$ cat src/rtl/ds_cap_pkg.sv
package ds_cap_pkg;

  // Limit a requested half-period to the legal window.
  function automatic int unsigned clamp_half(input int unsigned req,
                                             input int unsigned lo,
                                             input int unsigned hi);
    if (req < lo) return lo;
    if (req > hi) return hi;
    return req;
  endfunction

endpackage

$ cat src/rtl/ds_mclk_gen.sv
module ds_mclk_gen #(
  parameter int SET_W    = 8,
  parameter int HALF_MIN = 3,
  parameter int HALF_MAX = 100,
  parameter int CNT_W    = 7
) (
  input  logic             clk_i,
  input  logic             rst_ni,
  input  logic [SET_W-1:0] half_div_i,
  output logic             mclk_o,
  output logic             fall_evt_o
);
  import ds_cap_pkg::*;

  logic [CNT_W-1:0] cnt_q, half_q, half_req, half_use;
  logic             mclk_q, start_q, wrap;

  always_comb begin
    half_req   = CNT_W'(clamp_half(32'(half_div_i), HALF_MIN, HALF_MAX));
    half_use   = start_q ? half_req : half_q;
    wrap       = (cnt_q == half_use - 1'b1);
    fall_evt_o = wrap & mclk_q;
  end

  always_ff @(posedge clk_i or negedge rst_ni) begin
    if (!rst_ni) begin
      cnt_q   <= '0;
      mclk_q  <= 1'b0;
      half_q  <= CNT_W'(HALF_MIN);
      start_q <= 1'b1;
    end else begin
      start_q <= 1'b0;
      if (wrap) begin
        cnt_q  <= '0;
        mclk_q <= ~mclk_q;
      end else begin
        cnt_q  <= cnt_q + 1'b1;
      end
      // setting accepted only at a period boundary (falling edge)
      if (start_q || fall_evt_o) half_q <= half_req;
    end
  end

  assign mclk_o = mclk_q;

  AST_HALF_IN_RANGE: assert property (@(posedge clk_i) disable iff (!rst_ni)
    (half_q >= CNT_W'(HALF_MIN)) && (half_q <= CNT_W'(HALF_MAX)));

endmodule

$ cat src/rtl/ds_edge_phase.sv
module ds_edge_phase (
  input  logic clk_i,
  input  logic rst_ni,
  input  logic mclk_i,
  input  logic fall_evt_i,
  output logic cap_evt_o
);

  logic phase_q;

  // phase 0 after reset: first falling edge skipped, second captures
  always_ff @(posedge clk_i or negedge rst_ni) begin
    if (!rst_ni)         phase_q <= 1'b0;
    else if (fall_evt_i) phase_q <= ~phase_q;
  end

  assign cap_evt_o = fall_evt_i & phase_q;

  AST_CAP_WHILE_HIGH: assert property (@(posedge clk_i) disable iff (!rst_ni)
    cap_evt_o |-> mclk_i);

  AST_CAP_ON_FALL: assert property (@(posedge clk_i) disable iff (!rst_ni)
    cap_evt_o |=> !mclk_i);

endmodule

$ cat src/rtl/ds_bit_capture.sv
module ds_bit_capture #(
  parameter int SYNC_STAGES = 2
) (
  input  logic clk_i,
  input  logic rst_ni,
  input  logic data_i,
  input  logic cap_i,
  output logic bit_o,
  output logic valid_o
);

  logic data_s, cap_s;
  logic bit_q, valid_q;

  if (SYNC_STAGES == 0) begin : g_direct
    assign data_s = data_i;
    assign cap_s  = cap_i;
  end else begin : g_sync
    logic [SYNC_STAGES-1:0] dq, cq;
    // strobe delayed by the same depth as the data path
    always_ff @(posedge clk_i or negedge rst_ni) begin
      if (!rst_ni) begin
        dq <= '0;
        cq <= '0;
      end else begin
        dq[0] <= data_i;
        cq[0] <= cap_i;
        for (int i = 1; i < SYNC_STAGES; i++) begin
          dq[i] <= dq[i-1];
          cq[i] <= cq[i-1];
        end
      end
    end
    assign data_s = dq[SYNC_STAGES-1];
    assign cap_s  = cq[SYNC_STAGES-1];
  end

  always_ff @(posedge clk_i or negedge rst_ni) begin
    if (!rst_ni) begin
      bit_q   <= 1'b0;
      valid_q <= 1'b0;
    end else begin
      valid_q <= cap_s;
      if (cap_s) bit_q <= data_s;
    end
  end

  assign bit_o   = bit_q;
  assign valid_o = valid_q;

  AST_VALID_ONE_CYCLE: assert property (@(posedge clk_i) disable iff (!rst_ni)
    valid_o |=> !valid_o);

  AST_BIT_HELD: assert property (@(posedge clk_i) disable iff (!rst_ni)
    !valid_o |-> $stable(bit_o));

endmodule

$ cat src/rtl/ds_bitstream_if.sv
module ds_bitstream_if #(
  parameter int SYS_CLK_HZ  = 100_000_000,
  parameter int MCLK_MAX_HZ = 20_000_000,
  parameter int MCLK_MIN_HZ = 500_000,
  parameter int SET_W       = 8,
  parameter int SYNC_STAGES = 2
) (
  input  logic             clk_i,
  input  logic             rst_ni,
  input  logic [SET_W-1:0] half_div_i,
  input  logic             mdata_i,
  output logic             mclk_o,
  output logic             bit_o,
  output logic             bit_valid_o
);

  localparam int HALF_MIN = (SYS_CLK_HZ + 2 * MCLK_MAX_HZ - 1) / (2 * MCLK_MAX_HZ);
  localparam int HALF_MAX = SYS_CLK_HZ / (2 * MCLK_MIN_HZ);
  localparam int CNT_W    = $clog2(HALF_MAX + 1);

  logic fall_evt, cap_evt;

  ds_mclk_gen #(
    .SET_W   (SET_W),
    .HALF_MIN(HALF_MIN),
    .HALF_MAX(HALF_MAX),
    .CNT_W   (CNT_W)
  ) i_mclk_gen (
    .clk_i     (clk_i),
    .rst_ni    (rst_ni),
    .half_div_i(half_div_i),
    .mclk_o    (mclk_o),
    .fall_evt_o(fall_evt)
  );

  ds_edge_phase i_edge_phase (
    .clk_i     (clk_i),
    .rst_ni    (rst_ni),
    .mclk_i    (mclk_o),
    .fall_evt_i(fall_evt),
    .cap_evt_o (cap_evt)
  );

  ds_bit_capture #(
    .SYNC_STAGES(SYNC_STAGES)
  ) i_bit_capture (
    .clk_i  (clk_i),
    .rst_ni (rst_ni),
    .data_i (mdata_i),
    .cap_i  (cap_evt),
    .bit_o  (bit_o),
    .valid_o(bit_valid_o)
  );

  AST_RESET_IDLE: assert property (@(posedge clk_i)
    !rst_ni |-> (!mclk_o && !bit_o && !bit_valid_o));

endmodule

$ cat config.mk
export PLATFORM = sky130hd
export DESIGN_NAME = ds_bitstream_if
export DESIGN_NICKNAME = d
export VERILOG_FILES = /design/src/rtl/ds_cap_pkg.sv /design/src/rtl/ds_mclk_gen.sv /design/src/rtl/ds_edge_phase.sv /design/src/rtl/ds_bit_capture.sv /design/src/rtl/ds_bitstream_if.sv
export SDC_FILE = /design/constraint.sdc
export NUM_CORES = 1
export LEC_CHECK = 0
export ABC_AREA = 1
export ABC_CLOCK_PERIOD_IN_PS = 4200
export CAP_MARGIN = 20
export CORE_ASPECT_RATIO = 0.9
export CORE_MARGIN = 5
export CORE_UTILIZATION = 30
export CTS_CLUSTER_DIAMETER = 100
export DETAILED_ROUTE_END_ITERATION = 10
export PLACE_DENSITY = 0.52
export SYNTH_ARGS = -nofsm -noshare
export SYNTH_HDL_FRONTEND = slang
export SYNTH_SLANG_ARGS = --single-unit
$ cat constraint.sdc
create_clock -name clk_i -period 4.2 [get_ports clk_i]
set_clock_uncertainty 0.15 [all_clocks]
set_input_delay 0.42 -clock clk_i [delete_from_list [all_inputs] [get_ports clk_i]]
set_output_delay 0.42 -clock clk_i [all_outputs]
set_load 0.005 [all_outputs]
==> results of run 1 <==
==> cells in the mapped netlist, drive strengths merged <==
| cell | instances |
|---|---|
| nand2 | 69 |
| xor2 | 4 |
| nor2 | 22 |
| mux2i | 1 |
| ha | 2 |
| o21ai | 2 |
| dfrtp | 20 |
| mux2 | 1 |
| or2 | 5 |
| nand4 | 4 |
| a21oi | 4 |
| conb | 1 |
| dfstp | 3 |
| nand3b | 1 |
| nand3 | 26 |
| inv | 26 |
| buf | 3 |
==> cell usage in the layout (no fill, tap or decap), types with 2 or more instances in the layout <==
master	instances
clkdlybuf4s50_1	13
dfstp_2	3
or2_2	5
inv_1	21
a21oi_1	2
ha_1	2
nand4_1	4
xor2_1	4
nand3_2	3
nand3_1	23
dfrtp_1	20
a21oi_2	2
clkbuf_8	3
o21ai_0	2
inv_2	5
nor2_1	21
nand2_2	3
nand2_1	65
==> routing by layer <==
metal / part of all wire (%) / wire (µm)
met5: 0 / 0
met4: 1.8 / 52
met3: 3.8 / 113
met2: 42 / 1248
met1: 52 / 1542
==> flip-flops by register name, indices dropped and copies added (netlist names) <==
name and cells:
i_bit_capture.bit_o 1, i_bit_capture.g_sync.cq 2, i_bit_capture.g_sync.dq 2, i_bit_capture.valid_o 1
i_edge_phase.phase_q 1, i_mclk_gen.cnt_q 7, i_mclk_gen.half_q 7, i_mclk_gen.mclk_o 1
i_mclk_gen.start_q 1
==> cell families after synthesis <==
group,count (synthesis),synth area share [%]
buffers and inverters,29,8.476
adder cells (fa/ha/maj),2,1.803
AO/OA/AOI/OAI,6,2.705
flip-flops,23,41.75
multiplexers,2,1.533
other,1,0.2703
AND/OR/NAND/NOR,127,40.94
XOR/XNOR,4,2.525
==> worst max-delay path, stage by stage <==
cell	delay, ns
clkdlybuf4s50_1	0.51
nand2_1	0.09
nor2_1	0.11
nand2_1	0.09
nand2_4	0.12
nand2_1	0.08
nand3_1	0.11
nand2_1	0.09
ha_1	0.30
xor2_1	0.14
nand2_1	0.06
nor2_1	0.08
nand3_1	0.07
nor2_1	0.17
nand3_2	0.27
nand2_2	0.21
nand2_1	0.09
nand2_1	0.07
==> per-stage QoR <==
step | utilization [%] | cell area (µm²) | power (mW) | hold slack, ns | worst slack [ns]
finish | 36.97 | 1649 | 0.7004 | 0.1936 | 1.190
global route | 36.97 | 1649 | 0.7732 | 0.1945 | 0.8931
CTS | 36.41 | 1624 | 0.7080 | 0.2068 | 1.154
detailed placement | 35.32 | 1575 | 0.5629 | 0.1858 | 0.8925
global placement | 35.32 | 1575 | 0.5626 | 0.1864 | 0.9297
floorplan | - | 1388 | 0.4923 | -0.02559 | 1.792
==> cell type report <==
class / instances / area (µm²) / area share [%]
clock buffers: 3 / 41.29 / 2.504
inverters: 26 / 97.59 / 5.918
repair buffers: 14 / 155.1 / 9.408
flip-flops and latches: 23 / 579.3 / 35.13
well taps: 62 / 77.57 / 4.704
clock inverters: 1 / 7.507 / 0.4552
multi-input cells: 142 / 690.7 / 41.88
==> power by group through the flow <==
stage	combinational [mW]	sequential, mW	clock [mW]
final	0.235	0.322	0.142
after global routing	0.283	0.332	0.158
after CTS	0.236	0.324	0.148
after detailed placement	0.235	0.328	0
after global placement	0.236	0.327	0
after floorplan	0.180	0.313	0
==> worst max path at each step <==
stage | from | end | slack [ns] | cells past startpoint
floorplan | half_div_i[3] | i_mclk_gen.half_q[2] | 1.79 | 18
global placement | half_div_i[5] | i_mclk_gen.half_q[1] | 0.93 | 18
detailed placement | half_div_i[5] | i_mclk_gen.half_q[1] | 0.89 | 18
CTS | half_div_i[5] | i_mclk_gen.half_q[1] | 1.15 | 18
global route | half_div_i[3] | i_mclk_gen.half_q[1] | 0.89 | 20
finish | half_div_i[5] | i_mclk_gen.half_q[1] | 1.19 | 18
==> summary.md, run 1 <==
| Metric | Value |
|---|---|
| CTS-repair resized insts | `0` |
| Design internal power | `0.4430 mW` |
| VDD IR max | `212.1 µV` |
| Setup TNS | `0 ns` |
| Row cnt | `23` |
| Synth area leaders | `dfrtp_1 (36%), nand2_1 (18%), nand3_1 (8.3%)` |
| Peak fanout along the critical path | `11` |
| Sequential share of power | `46.0%` |
| Worst Reg-to-Reg Cells | `12` |
| Synthesized area | `0.001388 mm²` |
| Combinational share of power | `33.6%` |
| Fillers | `490` |
| Max Transition Viols Final | `0` |
| Power Dens Cells | `424.7 mW/mm²` |
| Met1 global-route usage | `16.69%` |
| Post-CTS Hold Buffers | `0` |
| Die ar. | `0.006088 mm²` |
| Area leader, netlist | `dfrtp_1` |
| Post-synthesis sequential area ratio | `41.75%` |
| Clock transition at path regs | `0.09 ns` |
| Critical Path Start Type | `input pin` |
| CTS max path bufs | `2` |
| Die height | `74.52 µm` |
| Final-report setup violation count | `0` |
| Flop-to-flop setup slack | `1.58 ns` |
| Port bufs | `13` |
| Finished Layout Cells | `271` |
| Critical path arrival | `3.08 ns` |
| DIE WIDTH | `81.69 µm` |
| Unrepaired setup endpoints after global routing | `no` |
| CTS tree | `yes` |
| CP endpoint kind | `flop` |
| Sw Ratio | `36.74%` |
| GR Util met2 | `16.09%` |
| Placed cell count | `266` |
| Drt first-iter violations | `27` |
| Met3 Track Usage GR | `1.695%` |
| TritonCTS buffer count | `3` |
| I/O pins | `14` |
| Synth Warn # | `0` |
| Hold Crit Class | `input pin to asynchronous set/reset pin` |
| Layout cells sized above 1 | `13.88%` |
| Total gr overflow | `0` |
| Synth Instances | `194` |
| Drt pass-1 iters | `4` |
| Post-DP HPWL | `2.346 mm` |
| Top cell type's share of synthesized area | `36.07%` |
| Largest net degree at the start of global routing | `24` |
| Drt wl/cell | `10.91 µm` |
| Initial antenna violation count | `0` |
| Clock sinks | `23` |
| R2r startpoint | `i_mclk_gen.start_q` |
| Total Routed Length | `2.956 mm` |
| DRC | `0` |
| DR vias | `1174` |
| Clk Latency, worst-skew pair | `0.27 ns` |
| Status | `completed` |
| Clk root buf | `clkbuf_8` |
| Sw power | `0.2573 mW` |
| Tcrit/Tclk final | `71.66%` |
| Area Growth Syn to Fin | `18.85%` |
| F_max | `332.2 MHz` |
| Aggregate global-route resource usage | `11.25%` |
| Crit path kind | `input pin to flop` |
| Total nets after synthesis | `207` |
| Final Hold Viols | `0` |
| Vias in the first global route | `1115` |
| Detail Route Antenna Nets | `0` |
| Core area | `0.004461 mm²` |
| Routability congestion estimate | `0.7763` |
| Syn avg cell area | `7.152 µm²` |
| Max_cap viols | `0` |
| Initial Util | `31.11%` |
| Req. time, crit path | `4.27 ns` |
| Clk pwr share | `20.3%` |
| Leakage power | `0.8675 nW` |
| Fin nets | `223` |
| Antenna Cells | `0` |
| H-tree lvl count | `1` |
| Synth Register Bits | `23` |
| First-pass GRT wire length | `5.195 mm` |
| Reg-to-Reg End | `i_mclk_gen.half_q[1]` |
| Synth unique cells | `25` |
| Setup bufs post-CTS | `0` |
| Vias per std cell | `4.332` |
| Most Used Layer, Global Route | `met1` |
| Min Tclk post-route | `3.010 ns` |
Power figures use the tool's default switching activity.
==> run 2, diff against run 1 <==
Settings changed: ABC_CLOCK_PERIOD_IN_PS 4200 to 3100.
Clock period 4.2 ns to 3.1 ns, I/O delays scaled along.
==> run 2 against run 1 <==
  * Clock power grew 35%
  * Largest cell class unchanged
  * Total power grew 37%
  * Critical path type unchanged
  * Die area is the same
==> summary.md, run 2 (synthesized netlist as in run 1, its figures left out) <==
| Metric | Value |
|---|---|
| Commonest cells after routing, fill and taps aside | `nand2_1 (65), nand3_1 (23), nor2_1 (21), inv_1 (21), dfrtp_1 (20) (unchanged)` |
| Power Dens Cells | `567.7 mW/mm² (was 424.7 mW/mm²)` |
| Port bufs | `13 (unchanged)` |
| Final Hold Viols | `0 (unchanged)` |
| Peak fanout along the critical path | `6 (was 11)` |
| Setup bufs post-CTS | `0 (unchanged)` |
| R2r startpoint | `i_mclk_gen.start_q (unchanged)` |
| Initial Util | `31.11% (unchanged)` |
| Max_cap viols | `0 (unchanged)` |
| Area Growth Syn to Fin | `21.37% (was 18.85%)` |
| DIE WIDTH | `81.69 µm (unchanged)` |
| Row cnt | `23 (unchanged)` |
| Min Tclk post-route | `2.752 ns` |
| Total Routed Length | `2.943 mm (was 2.956 mm)` |
| I/O pins | `14 (unchanged)` |
| Initial antenna violation count | `0 (unchanged)` |
| CP cell instances | `clkdlybuf4s50_1 -> inv_1 -> nand2_1 -> nor2_1 -> nand2_1 -> nand2_4 -> nand2_1 -> nand3_1 -> nand2_1 -> ha_1 -> xor2_1 -> nand2_1 -> nor2_1 -> nand3_1 -> nor2_1 -> nand3_2 -> buf_4 -> nand3_1 -> nand2_1 (was clkdlybuf4s50_1 -> nand2_1 -> nor2_1 -> nand2_1 -> nand2_4 -> nand2_1 -> nand3_1 -> nand2_1 -> ha_1 -> xor2_1 -> nand2_1 -> nor2_1 -> nand3_1 -> nor2_1 -> nand3_2 -> nand2_2 -> nand2_1 -> nand2_1)` |
| DRC | `0 (unchanged)` |
| Max Transition Viols Final | `0 (unchanged)` |
| Tcrit/Tclk final | `88.79%` |
| Slowest cell on the critical path | `clkdlybuf4s50_1 (unchanged)` |
| Clock transition at path regs | `0.09 ns (about the same)` |
| Critical path arrival | `2.76 ns (was 3.08 ns)` |
| Final-report setup violation count | `0 (unchanged)` |
| Status | `completed (unchanged)` |
| CTS-repair resized insts | `0 (unchanged)` |
| Min-delay src | `i_bit_capture.g_sync.cq[0]` |
| Fillers | `482 (was 490)` |
| Aggregate global-route resource usage | `10.60% (was 11.25%)` |
| First-pass GRT wire length | `4.961 mm (was 5.195 mm)` |
| CTS max path bufs | `2 (unchanged)` |
| Clk Latency, worst-skew pair | `0.26 ns (was 0.27 ns)` |
| Vias in the first global route | `1078 (was 1115)` |
| Unrepaired setup endpoints after global routing | `no (unchanged)` |
| CP endpoint kind | `flop (unchanged)` |
| Leakage power | `0.8922 nW (was 0.8675 nW)` |
| Flop-to-flop setup slack | `0.60 ns (was 1.58 ns)` |
| Setup TNS | `0 ns (unchanged)` |
| Layout cells sized above 1 | `16.67% (was 13.88%)` |
| Biggest regs | `i_mclk_gen.cnt_q (7), i_mclk_gen.half_q (7) (unchanged)` |
| F_max | `363.3 MHz` |
| Hold path depth | `0` |
| Cell mode on critical path | `nand2_1 (unchanged)` |
| CP max stage delay | `0.45 ns (was 0.51 ns)` |
| Crit path kind | `input pin to flop (unchanged)` |
| Post-DP HPWL | `2.371 mm (was 2.346 mm)` |
| Routability congestion estimate | `0.7969 (was 0.7763)` |
| Drt pass-1 iters | `4 (unchanged)` |
| Drt first-iter violations | `90 (was 27)` |
| Drt wl/cell | `10.59 µm (was 10.91 µm)` |
| Detail Route Antenna Nets | `0 (unchanged)` |
| Reg-to-Reg End | `i_mclk_gen.half_q[6] (was i_mclk_gen.half_q[1])` |
| H-tree lvl count | `1 (unchanged)` |
| Antenna Cells | `0 (unchanged)` |
| Clk root buf | `clkbuf_8 (unchanged)` |
| Most common cell after layout, fill and taps aside | `nand2_1 (unchanged)` |
| Multi-input logic area | `690.7 µm² (unchanged)` |
| Vias per std cell | `4.381 (was 4.332)` |
| Worst Hold Path EP | `i_bit_capture.g_sync.cq[1]` |
| Core area | `0.004461 mm² (unchanged)` |
| Seq. cell area | `579.3 µm² (unchanged)` |
| Req. time, crit path | `3.11 ns (was 4.27 ns)` |
| VDD IR max | `227.2 µV (was 212.1 µV)` |
| Worst Reg-to-Reg Cells | `12 (unchanged)` |
| Delay-heaviest family, CP | `simple AND/OR/NAND/NOR gates (unchanged)` |
| Die height | `74.52 µm (unchanged)` |
| Die ar. | `0.006088 mm² (unchanged)` |
| CTS tree | `yes (unchanged)` |
| DR vias | `1218 (was 1174)` |
| Largest net degree at the start of global routing | `24 (unchanged)` |
| Fin nets | `230 (was 223)` |
| Util after Layout | `37.76% (was 36.97%)` |
| Total gr overflow | `0 (unchanged)` |
| Clock sinks | `23 (unchanged)` |
| Critical Path Start Type | `input pin (unchanged)` |
| Buf/Inv on CP | `3 (was 1)` |
| Hold Crit Class | `flop to flop (was input pin to asynchronous set/reset pin)` |
| Post-CTS Hold Buffers | `0 (unchanged)` |
| TritonCTS buffer count | `3 (unchanged)` |
[run 2: changes by cell type in the layout (fill, tap and decap cells not counted), sizes merged]
cell and delta:
buf +8, clkbuf -1
[run 2: metrics by stage]
step / area (µm²) / setup WS [ns] / cells / hold slack, ns / power [mW]
2_1_floorplan: 1388 / 0.8022 / 194 / -0.1356 / 0.6670
3_3_place_gp: 1635 / 0.1032 / 274 / 0.1838 / 0.7704
3_5_place_dp: 1635 / 0.05873 / 274 / 0.1926 / 0.7727
4_1_cts: 1684 / 0.3312 / 278 / 0.2131 / 0.9713
5_1_grt: 1684 / 0.02837 / 278 / 0.2219 / 1.040
6_report: 1684 / 0.3475 / 278 / 0.2065 / 0.9561
[run 2: worst max path at each step]
stage / start / endpoint / slack (ns) / cells past startpoint
global placement: half_div_i[3] / i_mclk_gen.half_q[6] / 0.10 / 19
detailed placement: half_div_i[3] / i_mclk_gen.half_q[6] / 0.06 / 19
floorplan: half_div_i[3] / i_mclk_gen.half_q[2] / 0.80 / 18
finish: half_div_i[3] / i_mclk_gen.half_q[6] / 0.35 / 19
CTS: half_div_i[3] / i_mclk_gen.half_q[6] / 0.33 / 19
global route: half_div_i[3] / i_mclk_gen.half_q[6] / 0.03 / 19
[run 2: layer usage]
layer | vias up | track usage (%) | wire, µm
li1 | 648 | - | -
met1 | 556 | 15.53 | 1577
met2 | 12 | 15.64 | 1262
met3 | 2 | 1.695 | 79
met4 | 0 | 4.059 | 23
met5 | - | 0 | 0
[run 2: worst register-to-register path, delay by kind of cell, from the launching register on]
kind | cells | cell delay [ns]
simple gates | 9 | 0.92
flops | 1 | 0.69
fa+ha+maj | 1 | 0.31
buf+inv | 1 | 0.18
xor+xnor | 1 | 0.14
[run 2: layout make-up]
class                   count  area share [%]
clock inverters             1          0.4458
flip-flops and latches     23           34.40
well taps                  62           4.606
repair buffers             21           11.29
multi-input cells         142           41.01
clock buffers               3           2.452
inverters                  26           5.795
[run 2: power by group]
part / switching [mW] / internal, mW / total (mW)
registers: 0.0653 / 0.371 / 0.436
logic: 0.186 / 0.143 / 0.329
clock network: 0.100 / 0.0909 / 0.191
total: 0.351 / 0.605 / 0.956
